### src/rtl/cde_pkg.sv
package cde_pkg;

  localparam int unsigned CDE_SAMPLE_W = 14;
  localparam int unsigned CDE_THR_LSB  = 4;

  typedef enum logic {
    HIST_EMPTY  = 1'b0,
    HIST_PRIMED = 1'b1
  } hist_state_e;

endpackage

### src/rtl/cde_history.sv
module cde_history #(
  parameter int unsigned SAMPLE_W = 14
) (
  input  logic                clk,
  input  logic                rst,
  input  logic                in_vld,
  input  logic [SAMPLE_W-1:0] in_data,
  output logic [SAMPLE_W-1:0] prev_data,
  output logic                prime_evt,
  output logic                step_evt
);

  cde_pkg::hist_state_e state_q;

  always_ff @(posedge clk) begin
    if (rst) begin
      state_q   <= cde_pkg::HIST_EMPTY;
      prev_data <= '0;
    end else if (in_vld) begin
      state_q   <= cde_pkg::HIST_PRIMED;
      prev_data <= in_data;
    end
  end

  // first accepted sample only fills the history
  assign prime_evt = in_vld && (state_q == cde_pkg::HIST_EMPTY);
  assign step_evt  = in_vld && (state_q == cde_pkg::HIST_PRIMED);

endmodule

### src/rtl/cde_step.sv
module cde_step #(
  parameter int unsigned SAMPLE_W = 14,
  parameter int unsigned DIFF_W   = SAMPLE_W + 1
) (
  input  logic                     clk,
  input  logic                     rst,
  input  logic                     step_evt,
  input  logic [SAMPLE_W-1:0]      cur_data,
  input  logic [SAMPLE_W-1:0]      prev_data,
  output logic                     step_vld,
  output logic signed [DIFF_W-1:0] step_q
);

  // zero-extend both operands by one bit, then subtract in signed form
  function automatic logic signed [DIFF_W-1:0] step_of(
    input logic [SAMPLE_W-1:0] cur,
    input logic [SAMPLE_W-1:0] prev
  );
    logic signed [DIFF_W-1:0] a;
    logic signed [DIFF_W-1:0] b;
    a = $signed({{(DIFF_W-SAMPLE_W){1'b0}}, cur});
    b = $signed({{(DIFF_W-SAMPLE_W){1'b0}}, prev});
    return a - b;
  endfunction

  always_ff @(posedge clk) begin
    if (rst) begin
      step_vld <= 1'b0;
      step_q   <= '0;
    end else begin
      step_vld <= step_evt;
      step_q   <= step_evt ? step_of(cur_data, prev_data) : '0;
    end
  end

endmodule

### src/rtl/cde_gate.sv
module cde_gate #(
  parameter int unsigned DIFF_W  = 15,
  parameter int unsigned THR_LSB = 4
) (
  input  logic                     clk,
  input  logic                     rst,
  input  logic                     step_vld,
  input  logic signed [DIFF_W-1:0] step_q,
  output logic                     chg_valid,
  output logic signed [DIFF_W-1:0] chg_data,
  output logic                     chg_hit,
  output logic                     hit_now
);

  localparam int unsigned UPPER_N = DIFF_W - THR_LSB;

  function automatic logic [DIFF_W-1:0] magnitude_of(
    input logic signed [DIFF_W-1:0] v
  );
    return v[DIFF_W-1] ? (~v + 1'b1) : v;
  endfunction

  logic [DIFF_W-1:0]  mag;
  logic [UPPER_N-1:0] upper_bits;
  logic [DIFF_W-1:0]  hit_mask;
  logic signed [DIFF_W-1:0] gated;

  assign mag = magnitude_of(step_q);

  // collect every magnitude bit that counts toward the threshold
  for (genvar b = THR_LSB; b < DIFF_W; b++) begin : g_upper
    assign upper_bits[b - THR_LSB] = mag[b];
  end

  assign hit_now  = |upper_bits;
  assign hit_mask = {DIFF_W{hit_now}};
  assign gated    = step_q & hit_mask;

  always_ff @(posedge clk) begin
    if (rst) begin
      chg_valid <= 1'b0;
      chg_data  <= '0;
      chg_hit   <= 1'b0;
    end else begin
      chg_valid <= step_vld;
      chg_data  <= step_vld ? gated : '0;
      chg_hit   <= step_vld && hit_now;
    end
  end

endmodule

### src/rtl/cde_charge_extract.sv
module cde_charge_extract #(
  parameter int unsigned SAMPLE_W = cde_pkg::CDE_SAMPLE_W,
  parameter int unsigned THR_LSB  = cde_pkg::CDE_THR_LSB
) (
  input  logic                         clk,
  input  logic                         rst,
  input  logic                         smp_valid,
  input  logic [SAMPLE_W-1:0]          smp_data,
  output logic                         chg_valid,
  output logic signed [SAMPLE_W:0]     chg_data,
  output logic                         chg_hit
);

  localparam int unsigned DIFF_W = SAMPLE_W + 1;

  logic [SAMPLE_W-1:0]      prev_data;
  logic                     prime_evt;
  logic                     step_evt;
  logic                     step_vld;
  logic signed [DIFF_W-1:0] step_q;
  logic                     hit_now;

  cde_history #(.SAMPLE_W(SAMPLE_W)) u_hist (
    .clk       (clk),
    .rst       (rst),
    .in_vld    (smp_valid),
    .in_data   (smp_data),
    .prev_data (prev_data),
    .prime_evt (prime_evt),
    .step_evt  (step_evt)
  );

  cde_step #(.SAMPLE_W(SAMPLE_W), .DIFF_W(DIFF_W)) u_step (
    .clk       (clk),
    .rst       (rst),
    .step_evt  (step_evt),
    .cur_data  (smp_data),
    .prev_data (prev_data),
    .step_vld  (step_vld),
    .step_q    (step_q)
  );

  cde_gate #(.DIFF_W(DIFF_W), .THR_LSB(THR_LSB)) u_gate (
    .clk       (clk),
    .rst       (rst),
    .step_vld  (step_vld),
    .step_q    (step_q),
    .chg_valid (chg_valid),
    .chg_data  (chg_data),
    .chg_hit   (chg_hit),
    .hit_now   (hit_now)
  );

endmodule

### config.mk
export PLATFORM = sky130hd
export DESIGN_NAME = cde_charge_extract
export DESIGN_NICKNAME = d
export VERILOG_FILES = /design/src/rtl/cde_pkg.sv /design/src/rtl/cde_history.sv /design/src/rtl/cde_step.sv /design/src/rtl/cde_gate.sv /design/src/rtl/cde_charge_extract.sv
export SDC_FILE = /design/constraint.sdc
export NUM_CORES = 1
export LEC_CHECK = 0
export BUFFER_PORTS_ARGS = -buffer_cell sky130_fd_sc_hd__buf_4
export CAP_MARGIN = 25
export CORE_UTILIZATION = 55
export CTS_CLUSTER_SIZE = 28
export DETAILED_ROUTE_END_ITERATION = 10
export GPL_ROUTABILITY_DRIVEN = 0
export PLACE_DENSITY = 0.76
export SLEW_MARGIN = 10
export SYNTH_ARGS = -nofsm -noshare
export SYNTH_HDL_FRONTEND = slang
export SYNTH_SLANG_ARGS = --single-unit
### constraint.sdc
create_clock -name clk -period 3.2 [get_ports clk]
set_input_delay 0.64 -clock clk [delete_from_list [all_inputs] [get_ports clk]]
set_output_delay 0.64 -clock clk [all_outputs]
set_load 0.01 [all_outputs]
==> results of run 1 <==
layer usage:
metal,GRT usage,vias to the layer above,wire [um]
met1,0.215,664,1590
li1,-,843,-
met5,0,-,0
met3,0.0482,7,132
met2,0.297,28,1470
met4,0.0833,0,67
worst max path at each step:
stage	from	to	slack (ns)	depth (start not counted)
6_report	smp_data[0]	u_step.step_q[12]$_SDFF_PP0_	0.99	10
4_1_cts	smp_data[0]	u_step.step_q[12]$_SDFF_PP0_	1.02	10
2_1_floorplan	smp_data[0]	u_step.step_q[12]$_SDFF_PP0_	0.96	9
5_1_grt	smp_data[0]	u_step.step_q[12]$_SDFF_PP0_	0.92	10
3_5_place_dp	smp_data[0]	u_step.step_q[12]$_SDFF_PP0_	0.72	10
3_3_place_gp	smp_data[0]	u_step.step_q[12]$_SDFF_PP0_	0.79	10
registers in the layout, summed over array words and instances, names as in the netlist:
name	count
u_gate.chg_data	15
u_step.step_q	15
u_hist.prev_data	14
u_gate.chg_hit	1
u_gate.chg_valid	1
u_hist.state_q	1
u_step.step_vld	1
cells in the final DEF (no fill, tap or decap), drive strengths merged, types with 2 or more instances in the layout:
master,instances
nor4,2
o31a,2
and2,15
xnor2,7
clkbuf,6
nor2,34
o21ai,11
nand2b,3
mux2i,14
inv,17
a211oi,2
nor2b,4
a21oi,9
nand2,15
dfxtp,48
nor3,5
clkinvlp,2
o21a,4
a21o,3
buf,33
ha,14
report_power, final:
group | leakage [nW] | internal [W] | switching (W) | total [W]
logic | 0.682 | 0.0000940 | 0.000106 | 0.000200
registers | 0.391 | 0.000616 | 0.0000105 | 0.000627
clock network | 0.0434 | 0.000175 | 0.000193 | 0.000368
area by class of cell:
type                    count  area share
well taps                  48      0.0242
inverters                  17      0.0257
clock inverters             2     0.00604
clock buffers               6      0.0332
multi-input cells         160       0.424
repair buffers             33      0.0997
flip-flops and latches     48       0.387
kinds of logic (layout without fill, tap and decap cells):
kind of cell / Yosys count / count (layout)
AND/OR/NAND/NOR: 83 / 83
adder cells (fa/ha/maj): 15 / 15
XOR/XNOR: 8 / 8
AO/OA/AOI/OAI: 40 / 40
buffers and inverters: 24 / 58
multiplexers: 14 / 14
flip-flops: 48 / 48
stage by stage:
| stage | cells | hold WS [ns] | util |
|---|---|---|---|
| CTS | 314 | 0.472 | 0.674 |
| floorplan | 232 | 0.430 | - |
| finish | 314 | 0.467 | 0.674 |
| global route | 314 | 0.494 | 0.674 |
| detailed placement | 306 | 0.447 | 0.647 |
| global placement | 306 | 0.441 | 0.647 |
==> impl_metrics.yaml, run 1 <==
min_path:
  hold_path_class: "flip-flop to flip-flop"
  hp-start: "u_step.step_q[3]$_SDFF_PP0_"
  hold_depth: 1
  worstHoldEndpoint: "u_gate.chg_data[3]$_SDFF_PP0_"
routing:
  drt-pass1-iter-count: 4
  wirelength_mm: 3.26
  via_count: 1542
  drc: 0
  vias_per_cell: 4.91
  ant_nets: 0
  drt_iter0_drc: 42
  wire_per_inst_um: 10.4
timing:
  worst_slew_pin_slew_ns: 0.471
  max_freq_mhz: 452
  setup_ws_ns: 0.986
  slew_headroom: 0.686
  drv_slew: 0
  setup_viol: 0
  finalClockSkew_ns: 0.00357
  finalHoldViolations: 0
  fin_crit_sh: 0.692
  tns_ns: 0
  finalCriticalPeriod_ns: 2.21
  rsz0062_at_grt: "false"
placement:
  dp_slack_ns: 0.721
  placed_area_um2: 2390
  io_buffers: 33
  hpwl_mm: 2.52
finish:
  multi_input_area_um2: 1050
  seq_area_um2: 961
  antenna_cells: 0
  drive_gt1_frac: 0.158
  fill_cells: 321
  final_cell_area_um2: 2480
  finalNetCount: 297
  synthToLayoutAreaGrowth_pct: 17.2
critical_path:
  crit_path_max_incr_delay_ns: 0.38
  r2r-start: "u_hist.prev_data[0]$_SDFFE_PP0P_"
  start_kind: "primary input"
  reg2reg_depth: 8
  critical_path.top_delay_family: "compound AO/OA/AOI/OAI gates"
  required_ns: 3.43
  r2r_setup_slack_ns: 1.13
  path_class: "primary input to flip-flop"
  crit_buf_inv: 2
  worstSetupEndpointType: "flip-flop"
  crit_path_max_fanout: 3
  cp_slowest_cell: "fa_1"
  worstReg2RegEnd: "u_step.step_q[12]$_SDFF_PP0_"
  cp.arrival_ns: 2.44
  cp_cell_sequence: "buf_4, inv_1, ha_1, fa_1, nor2b_1, o31a_1, o2111ai_1, a21o_1, a211o_1, o21ai_1"
logic_synthesis:
  yosysUniqueCellTypes: 38
  synth_fa_ha_area_frac: 0.0920
  synth_top_area_frac: 0.453
  synth_mux_area_frac: 0.0661
  async_flop_share: 0
  synth_top_area_cell: "dfxtp_1"
  synth_area_leaders: "dfxtp_1 45%, ha_1 8.3%, mux2i_1 6.6%"
  synthTopCellsByCount: "48 x dfxtp_1, 34 x nor2_1, 17 x inv_1"
  ys_seq_area_frac: 0.453
  synth_compound_area_frac: 0.122
  yosys_warnings: 0
  syn_area_um2: 2120
  synth_nets: 264
  yosys.cell_count.top_type: "dfxtp_1"
  synthCells: 232
  synth-xor-area-share: 0.0330
  synth-seq-cells: 48
  synth_top_family_by_area: "simple AND/OR/NAND/NOR gates"
  synth_edf_count: 0
  synth_flop_cell: "dfxtp_1"
  syn_avg_cell_area_um2: 9.14
  yosys.area_share.simple: 0.184
die:
  initial_core_util: 0.575
  fp.dieArea_um2: 4110
  die_x_um: 64.1
  die_h_um: 64.1
  core-area_um2: 3690
  ios: 34
  rows: 22
cts:
  cts_htree_levels: 2
  clkLatencyLatePin_ns: 0.30
  cts_setup_buffers: 0
  ctsLongestPathBuffers: 2
  ctsResizeCount: 0
  cts_root_buf: "clkbuf_8"
  cts_tree: "built"
  clkTransAtPathRegs_ns: 0.09
  cts.sinks: 48
  cts_buffers: 5
  hold_buffers: 0
grt:
  track_usage: 0.179
  overflow: 0
  grt_pass1_wl_mm: 5.66
  grt_max_degree: 18
  antenna_found_initial: 0
  grt_pass1_vias: 1354
power:
  p_total_w: 0.00119
  power.leakage_nw: 1.12
  power_density_nw_per_um2: 481
  ir_worst_vdd_uv: 269
status:
  status: "complete, no violations"
job:
  drv_cap: 0
No activity file was read; power rests on OpenSTA's default activity.
==> inputs of run 2 (changes only) <==
==> constraint.sdc (replaced) <==
create_clock -name clk -period 2.1 [get_ports clk]
set_input_delay 0.42 -clock clk [delete_from_list [all_inputs] [get_ports clk]]
set_output_delay 0.42 -clock clk [all_outputs]
set_load 0.01 [all_outputs]
==> run 2 against run 1 <==
Compared with the run above:
- design area is 2.6% higher
- clock power increased by 82%
- critical path type is now flip-flop to flip-flop
- largest power group unchanged
- register-to-register slack worse by 0.98 ns
==> impl_metrics.yaml, run 2 (synthesis gave the netlist of run 1 again) <==
cts:
  clkLatencyLatePin_ns: 0.30
  cts_htree_levels: 2
  cts_setup_buffers: 0
  cts_tree: "built"
  cts.sinks: 48
  ctsLongestPathBuffers: 2
  cts_buffers: 5
  cts_root_buf: "clkbuf_8"
  clkTransAtPathRegs_ns: 0.09
timing:
  setup_ws_ns: 0.152
  holdWs_ns: 0.364
  rsz0062_at_grt: "false"
  setup_viol: 0
  drv_slew: 0
  worst_slew_pin_slew_ns: 0.475
  fin_crit_sh: 0.928
  finalCriticalPeriod_ns: 1.95
  finalClockSkew_ns: 0.00549
  max_freq_mhz: 513
  slew_headroom: 0.684
  tns_ns: 0
  finalHoldViolations: 0
finish:
  final_common_cell: "dfxtp_1"
  synthToLayoutAreaGrowth_pct: 20.2
  layout.cells.non_filler: 320
  final_util: 0.691
  antenna_cells: 0
  reg.largest.list: "u_gate.chg_data x15, u_step.step_q x15, u_hist.prev_data x14"
  finalNetCount: 303
  drive_gt1_frac: 0.180
  final_cell_mix: "48 x dfxtp_1, 39 x buf_4, 34 x nor2_1"
min_path:
  hp-start: "smp_data[5]"
  hold_depth: 3
  hold_path_class: "primary input to flip-flop"
  worstHoldEndpoint: "u_hist.prev_data[5]$_SDFFE_PP0P_"
placement:
  dp_slack_ns: -0.0899
  dp.cells: 312
  io_buffers: 33
  hpwl_mm: 2.65
die:
  die_x_um: 64.1
  fp.dieArea_um2: 4110
  initial_core_util: 0.575
  die_h_um: 64.1
  core-area_um2: 3690
  ios: 34
  rows: 22
critical_path:
  reg2reg_depth: 8
  r2r-start: "u_hist.prev_data[0]$_SDFFE_PP0P_"
  worstSetupEndpointType: "flip-flop"
  r2r_setup_slack_ns: 0.15
  crit_path_max_fanout: 2
  cp.arrival_ns: 2.19
  path_class: "flip-flop to flip-flop"
  start_kind: "flip-flop"
  worstReg2RegEnd: "u_step.step_q[12]$_SDFF_PP0_"
  required_ns: 2.34
routing:
  wirelength_mm: 3.38
  drc: 0
  drt-pass1-iter-count: 5
  ant_nets: 0
  via_count: 1593
  wire_per_inst_um: 10.6
  vias_per_cell: 4.98
  drt_iter0_drc: 57
power:
  ir_worst_vdd_uv: 350
  power_density_nw_per_um2: 765
  power.leakage_nw: 1.16
status:
  status: "complete, no violations"
grt:
  grt_pass1_wl_mm: 6.15
  track_usage: 0.191
  antenna_found_initial: 0
  overflow: 0
  grt_max_degree: 18
  grt_pass1_vias: 1531
job:
  drv_cap: 0
## run 2: timing repair
| item | in CTS | in global routing |
|---|---|---|
| resized for setup | 0 | 1 |
| hold buffers | 0 | 0 |
| endpoints found under the setup margin | 0 | 2 |
## run 2: stage by stage
step	cell area, um2	total power, W
6_report	2550	0.00195
5_1_grt	2550	0.00205
4_1_cts	2550	0.00196
3_5_place_dp	2430	0.00130
3_3_place_gp	2430	0.00130
2_1_floorplan	2120	0.00121
## run 2: how the worst max path moves through the flow
stage                                                start                           end  slack (ns)  cells after the start
final                     u_hist.prev_data[0]$_SDFFE_PP0P_  u_step.step_q[12]$_SDFF_PP0_        0.15                      8
after global routing      u_hist.prev_data[0]$_SDFFE_PP0P_   u_step.step_q[8]$_SDFF_PP0_        0.03                      9
after CTS                 u_hist.prev_data[0]$_SDFFE_PP0P_  u_step.step_q[12]$_SDFF_PP0_        0.13                      8
after detailed placement                       smp_data[0]  u_step.step_q[12]$_SDFF_PP0_       -0.09                     10
after global placement                         smp_data[0]  u_step.step_q[12]$_SDFF_PP0_       -0.03                     10
after floorplan                                smp_data[0]  u_step.step_q[12]$_SDFF_PP0_        0.08                      9
## run 2: where the power goes
group          internal [W]  switching (W)
clock              0.000359       0.000310
combinational      0.000161       0.000167
sequential         0.000939      0.0000161
## run 2: layout make-up
class                           count  area, um2
Clock buffer                        5       68.8
Tap cell                           48       60.1
Multi-Input combinational cell    160       1060
Clock inverter                      3       46.3
Timing Repair Buffer               39        293
Fill cell                         317       1140
Sequential cell                    48        961
Inverter                           17       63.8
## run 2: metal layers
layer / wire length (um) / track usage
met3: 146 / 0.0429
met5: 0 / 0
met2: 1580 / 0.335
met1: 1610 / 0.222
met4: 48 / 0.0778
## run 2: worst max-delay path: stages, from the launching register on
cell,delay (ns)
dfxtp_1,0.33
ha_1,0.20
fa_1,0.40
nor2b_2,0.14
o31a_1,0.16
o2111ai_1,0.14
a21o_1,0.20
a211o_1,0.25
o21ai_1,0.07
==> inputs of run 3 (changes only) <==
--- a/config.mk
+++ b/config.mk
@@ -11,8 +11,9 @@
 export CTS_CLUSTER_SIZE = 28
 export DETAILED_ROUTE_END_ITERATION = 10
 export GPL_ROUTABILITY_DRIVEN = 0
-export PLACE_DENSITY = 0.76
+export PLACE_DENSITY = 0.75
 export SLEW_MARGIN = 10
 export SYNTH_ARGS = -nofsm -noshare
 export SYNTH_HDL_FRONTEND = slang
+export SYNTH_HIERARCHICAL = 1
 export SYNTH_SLANG_ARGS = --single-unit
==> run 3 against run 2 <==
Compared with the run above:
- fmax down 3.8%
- die area rose by 12%
- via count increased by 19%
- sequential share of layout area is 3.8 points lower
- clock-buffer cell count is 1 higher
- total power is 1.2% higher
- flip-flop and latch count unchanged
- design area up 11%
- clock power fell by 14%
- sequential power is 0.5% higher
- area after synthesis increased by 12%
- wire length rose by 26%
- largest cell class unchanged
==> impl_metrics.yaml, run 3 <==
die:
  core-area_um2: 4090
  initial_core_util: 0.582
  die_h_um: 67.7
  fp.dieArea_um2: 4590
  rows: 23
  ios: 34
  die_x_um: 67.7
timing:
  tns_ns: 0
  finalCriticalPeriod_ns: 2.02
  finalClockSkew_ns: 0.00291
  finalHoldViolations: 0
  worst_slew_pin_slew_ns: 0.374
  max_freq_mhz: 494
  drv_slew: 0
  holdWs_ns: 0.365
  rsz0062_at_grt: "true"
  slew_headroom: 0.749
  setup_viol: 0
  fin_crit_sh: 0.964
cts:
  cts_buffers: 5
  clkTransAtPathRegs_ns: 0.09
  cts_tree: "built"
  hold_buffers: 0
  cts_htree_levels: 2
  ctsLongestPathBuffers: 2
  clkLatencyLatePin_ns: 0.29
  cts_root_buf: "clkbuf_8"
  cts.sinks: 48
grt:
  track_usage: 0.206
  antenna_found_initial: 0
  overflow: 0
  grt_max_degree: 18
  grt_pass1_wl_mm: 7.20
  grt_pass1_vias: 1678
routing:
  wirelength_mm: 4.27
  vias_per_cell: 5.38
  via_count: 1888
  ant_nets: 0
  wire_per_inst_um: 12.2
  drc: 0
  drt-pass1-iter-count: 4
  drt_iter0_drc: 110
finish:
  reg.largest.list: "u_gate/chg_data x15, u_step/step_q x15, u_hist/prev_data x14"
  final_cell_area_um2: 2840
  final_cell_mix: "48 x dfxtp_1, 44 x buf_4, 30 x nor2_1"
  drive_gt1_frac: 0.233
  final_common_cell: "dfxtp_1"
  fill_cells: 324
  finalNetCount: 332
  synthToLayoutAreaGrowth_pct: 19.3
  antenna_cells: 0
  final_util: 0.694
logic_synthesis:
  yosys_warnings: 6
  syn_area_um2: 2380
  synthCells: 258
  synth_nets: 290
  syn_avg_cell_area_um2: 9.21
critical_path:
  cp.arrival_ns: 2.25
  critPathLaunch: "u_hist/prev_data[0]$_SDFFE_PP0P_"
  crit_path_max_fanout: 2
  required_ns: 2.32
  worstReg2RegEnd: "u_step/step_q[12]$_SDFF_PP0_"
  start_kind: "flip-flop"
  r2r-start: "u_hist/prev_data[0]$_SDFFE_PP0P_"
  worstSetupEndpointType: "flip-flop"
  reg2reg_depth: 8
  path_class: "flip-flop to flip-flop"
  r2r_setup_slack_ns: 0.08
  endpoint: "u_step/step_q[12]$_SDFF_PP0_"
power:
  power.leakage_nw: 1.23
  power_density_nw_per_um2: 697
  ir_worst_vdd_uv: 408
placement:
  io_buffers: 33
  placed_area_um2: 2720
  hpwl_mm: 3.10
min_path:
  hold_path_class: "primary input to flip-flop"
status:
  status: "complete, no violations"
job:
  drv_cap: 0
[run 3: timing repair]
| item | in CTS | in global routing |
|---|---|---|
| endpoints found under the setup margin | 0 | 4 |
| setup buffers | 0 | 0 |
| hold endpoints to repair | 0 | 0 |
| resized for setup | 0 | 2 |
[run 3: cell type report]
type | instances | area (um2) | share of cell area
clock buffers | 6 | 82.6 | 0.0291
clock inverters | 2 | 15.0 | 0.00530
inverters | 20 | 75.1 | 0.0265
multi-input cells | 180 | 1290 | 0.455
flip-flops and latches | 48 | 961 | 0.339
well taps | 50 | 62.6 | 0.0221
repair buffers | 45 | 350 | 0.124
[run 3: worst max-delay path, stage by stage, from the launching register on]
cell	delay [ns]
dfxtp_1	0.33
ha_1	0.22
fa_2	0.37
nor2b_4	0.13
o211ai_2	0.12
a2111oi_4	0.34
o311a_2	0.23
nor3_1	0.05
nor3_2	0.16
[run 3: routing by layer]
layer,vias up,global-route usage,part of all wire
li1,983,-,-
met1,860,0.251,0.47
met2,43,0.345,0.49
met3,2,0.0574,0.036
met4,0,0.0691,0.0030
met5,-,0,0
[run 3: metrics by stage]
| stage | power (W) | setup WS (ns) | cells |
|---|---|---|---|
| after floorplan | 0.00129 | 0.0474 | 258 |
| after global placement | 0.00140 | -0.126 | 343 |
| after detailed placement | 0.00141 | -0.146 | 343 |
| after CTS | 0.00199 | 0.0521 | 351 |
| after global routing | 0.00209 | -0.0279 | 351 |
| final | 0.00198 | 0.0760 | 351 |
[run 3: worst min path at each step]
stage | cells past startpoint | start | slack (ns) | end
after global placement | 2 | u_step/step_q[2]$_SDFF_PP0_ | 0.44 | u_gate/chg_data[2]$_SDFF_PP0_
final | 3 | smp_data[13] | 0.36 | u_hist/prev_data[13]$_SDFFE_PP0P_
after detailed placement | 2 | u_step/step_q[3]$_SDFF_PP0_ | 0.44 | u_gate/chg_data[3]$_SDFF_PP0_
after floorplan | 2 | u_step/step_q[2]$_SDFF_PP0_ | 0.42 | u_gate/chg_data[2]$_SDFF_PP0_
after global routing | 3 | smp_data[10] | 0.37 | u_hist/prev_data[10]$_SDFFE_PP0P_
after CTS | 3 | smp_data[13] | 0.35 | u_hist/prev_data[13]$_SDFFE_PP0P_
[run 3: power breakdown]
group | internal [W] | switching, W
Clock | 0.000267 | 0.000305
Sequential | 0.000939 | 0.0000210
Combinational | 0.000209 | 0.000234
